<file path="src/rtl/tesync_pkg.sv">
package tesync_pkg;
  localparam int CFG_W  = 32;
  localparam int HWID_W = 3;
  localparam int VWID_W = 12;
  localparam int LINE_W = 11;
  localparam int MODE_W = 2;
  localparam int VSCALE = 3;  // vertical code counts units of 2**VSCALE ticks

  localparam logic [CFG_W-1:0] CFG_MASK = 32'h3FFF_FFFF;

  typedef enum logic [MODE_W-1:0] {
    MODE_OFF   = 2'd0,
    MODE_RSVD  = 2'd1,
    MODE_LINE  = 2'd2,
    MODE_VSYNC = 2'd3
  } mode_e;

  typedef struct packed {
    logic [1:0]        spare;
    logic              h_inv;
    logic              v_inv;
    mode_e             mode;
    logic [LINE_W-1:0] line;
    logic [VWID_W-1:0] vwid;
    logic [HWID_W-1:0] hwid;
  } cfg_t;
endpackage

</file>
<file path="src/rtl/tesync_tick_gen.sv">
module tesync_tick_gen #(
  parameter int DIV_W = 3
) (
  input  logic             clk,
  input  logic             rst,
  input  logic [DIV_W-1:0] div_sel,
  output logic             tick
);
  logic [DIV_W-1:0] cnt_q;

  // a ge compare recovers at once if div_sel shrinks mid-count
  assign tick = (cnt_q >= div_sel);

  always_ff @(posedge clk) begin
    if (rst)       cnt_q <= '0;
    else if (tick) cnt_q <= '0;
    else           cnt_q <= cnt_q + 1'b1;
  end
endmodule

</file>
<file path="src/rtl/tesync_width_meas.sv">
module tesync_width_meas #(
  parameter int CNT_W = 16
) (
  input  logic             clk,
  input  logic             rst,
  input  logic             clr,
  input  logic             tick,
  input  logic             level,
  output logic             run_end,
  output logic [CNT_W-1:0] run_len
);
  logic [CNT_W-1:0] cnt_q;

  always_ff @(posedge clk) begin
    if (rst || clr) begin
      cnt_q   <= '0;
      run_end <= 1'b0;
      run_len <= '0;
    end else begin
      run_end <= 1'b0;
      if (tick) begin
        if (level) begin
          if (cnt_q != '1) cnt_q <= cnt_q + 1'b1;
        end else begin
          run_end <= (cnt_q != '0);
          run_len <= cnt_q;
          cnt_q   <= '0;
        end
      end
    end
  end
endmodule

</file>
<file path="src/rtl/tesync_line_match.sv">
module tesync_line_match
  import tesync_pkg::*;
#(
  parameter int LW = LINE_W
) (
  input  logic          clk,
  input  logic          rst,
  input  logic          en,
  input  mode_e         mode,
  input  logic [LW-1:0] target,
  input  logic          v_evt,
  input  logic          h_evt,
  output logic          match_n
);
  logic [LW-1:0] line_q;
  logic [LW-1:0] line_nx;
  logic          armed_q;

  assign line_nx = line_q + 1'b1;

  always_ff @(posedge clk) begin
    if (rst) begin
      line_q  <= '0;
      armed_q <= 1'b0;
      match_n <= 1'b1;
    end else begin
      match_n <= 1'b1;
      if (!en) begin
        line_q  <= '0;
        armed_q <= 1'b0;
      end else if (v_evt) begin
        line_q <= '0;
        if (mode == MODE_VSYNC || target == '0) begin
          match_n <= 1'b0;
          armed_q <= 1'b0;
        end else begin
          armed_q <= 1'b1;
        end
      end else if (h_evt) begin
        line_q <= line_nx;
        if (mode == MODE_LINE && armed_q && line_nx == target) begin
          match_n <= 1'b0;
          armed_q <= 1'b0;
        end
      end
    end
  end
endmodule

</file>
<file path="src/rtl/tesync_det.sv">
module tesync_det
  import tesync_pkg::*;
#(
  parameter int CNT_W       = 16,
  parameter int SYNC_STAGES = 2,
  parameter int DIV_W       = 3
) (
  input  logic             clk,
  input  logic             rst,
  input  logic             cfg_wr,
  input  logic [CFG_W-1:0] cfg_wdata,
  output logic [CFG_W-1:0] cfg_rdata,
  input  logic             te_en,
  input  logic [DIV_W-1:0] div_sel,
  input  logic             te_pin,
  output logic             match_n
);
  localparam int NCLS = 2;  // 0: vertical, 1: horizontal

  cfg_t                   cfg_q;
  logic [SYNC_STAGES-1:0] sync_q;
  logic                   pin_s;
  logic                   tick;
  logic                   en;
  logic [NCLS-1:0]        inv;
  logic [NCLS-1:0]        run_end;
  logic [CNT_W-1:0]       run_len [NCLS];
  logic [VWID_W:0]        vunits;
  logic [CNT_W-1:0]       vthr;
  logic [CNT_W-1:0]       hthr;
  logic                   v_evt;
  logic                   h_evt;

  always_ff @(posedge clk) begin
    if (rst)         cfg_q <= '0;
    else if (cfg_wr) cfg_q <= cfg_t'(cfg_wdata & CFG_MASK);
  end
  assign cfg_rdata = cfg_q;

  always_ff @(posedge clk) begin
    if (rst) sync_q <= '0;
    else     sync_q <= {sync_q[SYNC_STAGES-2:0], te_pin};
  end
  assign pin_s = sync_q[SYNC_STAGES-1];

  assign en = te_en && (cfg_q.mode == MODE_LINE || cfg_q.mode == MODE_VSYNC);

  tesync_tick_gen #(.DIV_W(DIV_W)) u_tick (
    .clk(clk), .rst(rst), .div_sel(div_sel), .tick(tick)
  );

  assign inv = {cfg_q.h_inv, cfg_q.v_inv};

  for (genvar g = 0; g < NCLS; g++) begin : g_meas
    tesync_width_meas #(.CNT_W(CNT_W)) u_meas (
      .clk(clk), .rst(rst), .clr(!en), .tick(tick),
      .level(pin_s ^ inv[g]),
      .run_end(run_end[g]), .run_len(run_len[g])
    );
  end

  assign vunits = {1'b0, cfg_q.vwid} + 1'b1;
  assign vthr   = CNT_W'({vunits, {VSCALE{1'b0}}});
  assign hthr   = CNT_W'({1'b0, cfg_q.hwid} + 1'b1);

  assign v_evt = run_end[0] && (run_len[0] >= vthr);
  assign h_evt = run_end[1] && (run_len[1] >= hthr) && (run_len[1] < vthr);

  tesync_line_match #(.LW(LINE_W)) u_match (
    .clk(clk), .rst(rst), .en(en), .mode(cfg_q.mode), .target(cfg_q.line),
    .v_evt(v_evt), .h_evt(h_evt), .match_n(match_n)
  );
endmodule

</file>
<file path="config.mk">
export PLATFORM = sky130hd
export DESIGN_NAME = tesync_det
export DESIGN_NICKNAME = d
export VERILOG_FILES = /design/src/rtl/tesync_pkg.sv /design/src/rtl/tesync_tick_gen.sv /design/src/rtl/tesync_width_meas.sv /design/src/rtl/tesync_line_match.sv /design/src/rtl/tesync_det.sv
export SDC_FILE = /design/constraint.sdc
export NUM_CORES = 1
export LEC_CHECK = 0
export CAP_MARGIN = 30
export CORE_ASPECT_RATIO = 1.2
export CORE_MARGIN = 2
export CORE_UTILIZATION = 60
export DETAILED_ROUTE_END_ITERATION = 7
export DONT_BUFFER_PORTS = 1
export GPL_TIMING_DRIVEN = 0
export PLACE_DENSITY = 0.75
export REMOVE_ABC_BUFFERS = 1
export SLEW_MARGIN = 10
export SYNTH_ARGS = -nofsm -noshare
export SYNTH_HDL_FRONTEND = slang
export SYNTH_SLANG_ARGS = --single-unit
</file>
<file path="constraint.sdc">
create_clock -name clk -period 3.4 [get_ports clk]
set_clock_uncertainty 0.15 [all_clocks]
set_input_delay 0.34 -clock clk [delete_from_list [all_inputs] [get_ports clk]]
set_output_delay 0.34 -clock clk [all_outputs]
set_load 0.01 [all_outputs]
</file>
* After elaboration in Yosys (flattened, before gate mapping)
Cells that the tools add are included.
** Word-level totals
- Input bits :: 40
- Output and inout port bits :: 33
- Word-level logic and storage cells :: 76
- Flip-flop bits (word level) :: 114
** Cells by class
- $add $sub $neg :: 6
- Reductions and logical operators :: 25
- Eq/ne operators :: 7
- Magnitude comparators :: 4
- Muxes and demuxes :: 11
- Bitwise gates (word level) :: 6
** Operators with widths (number)
- 16-bit two-way mux :: 4
- 16-bit by 1-bit adder with 16-bit output (second input constant) :: 2
- 16-bit inequality test (second input constant) :: 2
- 16-bit nonzero test :: 2
- 16-bit >= comparator :: 1
- 16-bit by 4-bit >= comparator with 1-bit output :: 1
- 16-bit less-than comparator :: 1
- 12-bit by 1-bit adder with 13-bit output (second input constant) :: 1
- 11-bit by 1-bit adder with 11-bit output (second input constant) :: 1
- 11-bit equality test :: 1
- 11-bit zero test :: 1
- 2-bit AND reduction :: 5
- 3-bit OR reduction :: 3
- 1-bit two-way mux :: 7
- 1-bit logical AND :: 6
- 3-bit by 1-bit adder with 4-bit output (second input constant) :: 1
- 2-bit equality test (second input constant) :: 2
- 2-bit inequality test (second input constant) :: 2
- 1-bit NOT :: 4
- 2-bit nonzero test :: 2
- 2-bit OR reduction :: 2
- 3-bit by 1-bit adder with 3-bit output (second input constant) :: 1
- 3-bit >= comparator :: 1
- 1-bit logical OR :: 3
- other kinds (2) :: 3

* Longest topological paths before layout
- Depth after elaboration :: 6
- Gate-level depth with buffers :: 13
- Depth with buffers taken out :: 11

* By module
From an unflattened synthesis, not the netlist that was laid out.
** Second synthesis, totals
- Cells, all modules :: 772
- Area total of the unflattened synthesis :: 6418.7 sq um
** By module, submodules not included
- tesync_width_meas :: cells an instance 202, instances 2, seq. area each 660.6 sq um, area each 1576.5 sq um
- tesync_det :: cells an instance 226, instances 1, seq. area each 640.6 sq um, area each 2064.5 sq um
- tesync_line_match :: cells an instance 124, instances 1, seq. area each 260.2 sq um, area each 1008.5 sq um
- tesync_tick_gen :: cells an instance 18, instances 1, seq. area each 60.1 sq um, area each 192.7 sq um

* Worst setup path after synthesis
OpenSTA, ideal clock, no wires.
- Path kind :: flip-flop to flip-flop
- Start point :: register cfg_q, in the netlist cfg_rdata[5]
- End point :: register u_match.match_n
- Arrival :: 2.532 ns
- Stages on the path, launching flop included :: 13
- Path buffers :: 1
- Setup time :: 0.139 ns
- Required time :: 3.111 ns
- Period minus slack after synthesis :: 2.821 ns
- Path slack :: 0.579 ns
- Cells stage by stage :: dfxtp_1 and4_2 nand2_1 xor2_1 ha_1 a21oi_1 nand3_1 o211ai_1 o211ai_1 a21o_1 buf_6 nor4_1 a31oi_1
** On the way
- Cells in the longest elaborated chain, start to end :: 5
- Elaborated cells on any way between the ends :: 7
- Classes of those cells :: add/sub: 1; order compare: 2; mux: 2; reduce/logical: 2
** Ends and longest elaborated chain
- start: declaration :: line tesync_det.sv:20 : cfg_t cfg_q;
- start signal: assignment :: line tesync_det.sv:36 : else if (cfg_wr) cfg_q <= cfg_t'(cfg_wdata & CFG_MASK);
- 12-bit by 1-bit adder with 13-bit output (*) :: line tesync_det.sv:62 : assign vunits = {1'b0, cfg_q.vwid} + 1'b1;
- 16-bit less-than comparator :: line tesync_det.sv:67 : assign h_evt = run_end[1] && (run_len[1] >= hthr) && (run_len[1] < vthr);
- 1-bit logical AND :: line tesync_det.sv:67
- 1-bit two-way mux :: line tesync_line_match.sv:39 : end else if (h_evt) begin
- 1-bit two-way mux (*) :: line tesync_line_match.sv:31 : end else if (v_evt) begin
- end signal: assignment :: line tesync_line_match.sv:27 : match_n <= 1'b1;
- end signal: assignment :: line tesync_line_match.sv:34 : match_n <= 1'b0;
- end signal: assignment :: line tesync_line_match.sv:42 : match_n <= 1'b0;
- end: declaration :: line tesync_line_match.sv:13 : output logic match_n
Every way passes the cells marked *; elsewhere a longest branch is shown, timed or not.
A chain may end at the register's enable or synchronous reset.

* Worst setup path after layout
- Start point :: register cfg_q, in the netlist cfg_rdata[3]
- End point :: register u_match.line_q[3]
** On the way
- Cells in the longest elaborated chain, start to end :: 4
- Elaborated cells on any way between the ends :: 6
- Classes of those cells :: add/sub: 1; order compare: 2; reduce/logical: 3
** Ends and longest elaborated chain
- 12-bit by 1-bit adder with 13-bit output (*) :: line tesync_det.sv:62
- 16-bit >= comparator :: line tesync_det.sv:66 : assign v_evt = run_end[0] && (run_len[0] >= vthr);
- 1-bit logical AND :: line tesync_det.sv:66
- 3-bit OR reduction (no line)
- end signal: assignment :: line tesync_line_match.sv:40 : line_q <= line_nx;
- end: declaration :: line tesync_line_match.sv:15 : logic [LW-1:0] line_q;
Marked as above.

==> PnR_summary.wiki <==
{| class="wikitable"
! Metric !! Value
|-
| Overall Global Routing Usage || 30.3%
|-
| Number of hold violations in the final report || 0
|-
| Wire length of the first global-routing pass || 24900 µm
|-
| Top-count cell post-synth || dfxtp_1
|-
| Overall overflow remaining after global route || 0
|-
| Largest net degree at the start of global routing || 38
|-
| Yosys Warn Count || 0
|-
| DRT Pass-1 Iters || 6
|-
| Biggest area contributors in the synthesized netlist || dfxtp_1 (40%), ha_1 (8.0%), nand2_1 (6.2%), mux2i_1 (5.6%), xor2_1 (5.5%)
|-
| Class of the most critical setup path || register to register
|-
| Wire length per cell after detailed routing || 17.9 µm
|-
| Class of the tightest hold or removal check || input port to register
|-
| Number of vias in the routed layout || 5192
|-
| Synth-to-Final Area Change || 21.6%
|-
| Antenna violations before repair || 1
|-
| Count of port buffers added during placement || 0
|-
| Post-Place Worst Slack || -0.0613 ns
|-
| Crit path max fanout || 21
|-
| Placed wire-length estimate after detailed placement || 9400 µm
|-
| Peak clock frequency supported by timing || 307 MHz
|-
| Cell row count || 39
|-
| Max-slew violations || 0
|-
| Core ar. || 9420 µm²
|-
| Placed instance area || 5800 µm²
|-
| Number of global-route vias before repair || 5226
|-
| Number of buffers and inverters on the critical path || 0
|-
| Portion of the post-synthesis area used by sequential elements || 39.6%
|-
| Clock sink count || 114
|-
| Headroom to the max-slew limit || 38.5%
|-
| Number of levels the H-tree was split into || 4
|-
| Max-cap viol count || 0
|-
| Number of flops mapped to enable cells by yosys || 0
|-
| Buffers inserted during post-CTS setup optimization || 0
|-
| Count of mapped cells out of synthesis || 678
|-
| Sequential Power Share || 41.6%
|-
| Master cell of the clock root buffer || clkbuf_16
|-
| Layout cell share with drive strength beyond 1 || 7.27%
|-
| Cells along the critical path || ha_1 -> nand3_1 -> xor2_1 -> ha_1 -> nand4_1 -> nand3_1 -> o211ai_1 -> o211ai_1 -> a21o_2 -> or3_2 -> a21oi_1
|-
| CTS tree || done
|-
| Routability-driven placement congestion ratio || 0.873
|-
| Transition at the pin with the smallest max-transition slack || 0.909 ns
|-
| # setup viols final || 0
|-
| RSZ-0062 raised after global routing || false
|-
| Final core occ || 74.4%
|-
| Outcome || complete, no violations
|-
| Number of antenna-violating nets in the routed design || 0
|-
| Wire length reported by the detailed router || 15500 µm
|-
| Vias per cell || 5.99
|-
| Initial drt markers || 274
|-
| Commonest register cell after synthesis || dfxtp_1
|-
| Tightest hold margin || 0.0543 ns
|-
| Critical Path Stages || 11
|-
| Combined area of all synthesized cells || 5760 µm²
|-
| Clock network power share || 49.7%
|-
| Total instance count after detailed placement || 774
|-
| Boundary Pins || 73
|-
| Floorplan die width || 93.4 µm
|-
| Largest voltage drop on the vdd net || 383 µV
|-
| Register-to-Register Path Depth || 11
|-
| Cell type contributing the most total cell area after synthesis || dfxtp_1
|-
| Reg-to-Reg Start || cfg_rdata[3]
|-
| Endpoint of the most critical setup path || u_match.line_q[3]
|-
| End of the worst register-to-register path || u_match.line_q[3]
|-
| Endpoint class of the critical path || register
|-
| Setup slack after layout || 0.147 ns
|-
| Mean instance size in the synthesized netlist || 8.50 µm²
|-
| Bufs on Longest Clock Path || 2
|-
| Longest individual stage delay on the worst path || 0.51 ns
|-
| Cts bufs inserted || 17
|-
| Switching share of power || 24.2%
|-
| Critical-path cell with the highest stage delay || or3_2
|-
| Part of the power in combinational logic || 8.7%
|-
| Kind of start point of the critical path || register
|-
| Clock Latency Late Sink || 0.42 ns
|-
| Non-filler instance count after layout || 867
|-
| Total Neg Setup Slack || 0 ns
|-
| Launch point of the worst path || cfg_rdata[3]
|-
| Data arrival, critical path || 3.44 ns
|-
| Async S/R FF share, synth || 0%
|-
| Required time of the worst setup path || 3.59 ns
|-
| Clock edge transition at the registers on the reported setup and hold paths || 0.06 ns
|-
| Unique cell type count in the Yosys netlist || 54
|-
| Final-stage net count || 807
|-
| Internal Power || 2.59 mW
|-
| Seq cells post-synth || 114
|-
| Overall Power || 3.42 mW
|-
| Starting Density || 61.2%
|-
| Power dissipated by switching net loads || 0.828 mW
|-
| Pwr dens || 488 nW/µm²
|-
| Reg2Reg Setup Slack || 0.15 ns
|-
| Yosys top cell area share || 39.6%
|-
| Post-route fraction of the period consumed by the critical path || 95.7%
|-
| Final critical path time including I/O delays and setup || 3.25 ns
|-
| Final non-filler cell area || 7000 µm²
|-
| Static leakage || 2.64 nW
|-
| Drt drc || 0
|-
| DIE HEIGHT || 111 µm
|-
| Family of cells with the greatest summed delay on the critical path || simple AND/OR/NAND/NOR gates
|-
| Leading post-synthesis cells by instance count || dfxtp_1 (114), nand2_1 (95), nor2_1 (74)
|-
| Area of the die || 10400 µm²
|}
[power by group through the flow]
stage	combinational [mW]	clock, mW	sequential (mW)
final	0.299	1.70	1.42
after CTS	0.286	1.70	1.42
after floorplan	0.165	0	1.43
after global routing	0.329	1.78	1.42
after detailed placement	0.208	0	1.44
after global placement	0.201	0	1.44
[how the worst min path moves through the flow]
stage / depth (start not counted) / endpoint / startpoint
2_1_floorplan: 1 / sync_q[0] / rst
3_3_place_gp: 1 / sync_q[0] / rst
3_5_place_dp: 1 / cfg_rdata[28] / rst
4_1_cts: 2 / cfg_rdata[18] / cfg_wr
5_1_grt: 2 / sync_q[1] / rst
6_report: 2 / sync_q[0] / rst
[metal layers]
| metal | GRT usage (%) | vias to the layer above | routed length [µm] |
|---|---|---|---|
| met5 | 0 | - | 0 |
| met1 | 33.8 | 2453 | 6140 |
| met2 | 52.6 | 204 | 7930 |
| met3 | 7.78 | 57 | 808 |
| li1 | - | 2478 | - |
| met4 | 15.4 | 0 | 650 |
[cell usage in the layout, fill, tap and decap left out, types with 9 or more instances in the layout]
cell type and instances:
nor3_1 12, and3_1 12, ha_1 37, o21ai_0 16, xor2_1 35, xnor2_1 21
nor2_1 74, a21oi_1 54, nand2_1 94, dfxtp_1 106, mux2i_1 32, nand3_1 27
nand4_1 16, dlygate4sd3_1 59, inv_1 17, clkbuf_16 17, nor4_1 9
[final cells by class]
| type | count | area [µm²] |
|---|---|---|
| Multi-Input combinational cell | 519 | 3310 |
| Fill cell | 677 | 2410 |
| Sequential cell | 114 | 2290 |
| Timing Repair Buffer | 61 | 616 |
| Clock buffer | 21 | 450 |
| Tap cell | 123 | 154 |
| Clock inverter | 11 | 113 |
| Inverter | 17 | 63.8 |
| Antenna cell | 1 | 2.50 |
[kinds of logic after synthesis]
logic type / after synthesis / share of synthesized area, %
buffers and inverters: 46 / 3.30
multiplexers: 32 / 5.56
AO/OA/AOI/OAI: 98 / 9.75
XOR/XNOR: 58 / 9.06
adder cells (fa/ha/maj): 37 / 8.04
flip-flops: 114 / 39.6
AND/OR/NAND/NOR: 292 / 24.6
other: 1 / 0.0651
[sequential cells by signal (all words and copies together), names as in the netlist]
| name | count |
|---|---|
| g_meas.u_meas.cnt_q | 32 |
| g_meas.u_meas.run_len | 32 |
| cfg_rdata | 30 |
| u_match.line_q | 11 |
| u_tick.cnt_q | 3 |
| g_meas.u_meas.run_end | 2 |
| sync_q | 2 |
| u_match.armed_q | 1 |
| u_match.match_n | 1 |
[worst reg2reg max path, delay by kind of cell (launching register included)]
family / cells / cell delay [ns]
simple gates: 4 / 0.83
compound gates: 4 / 0.80
fa+ha+maj: 2 / 0.63
flops: 1 / 0.47
xor+xnor: 1 / 0.30
[what timing repair did]
action	CTS	global route
resized for setup	3	10
endpoints found under the setup margin	10	13
hold buffers	60	0
hold endpoints to repair	35	0
Note: power is estimated with default switching activity, not from simulation.
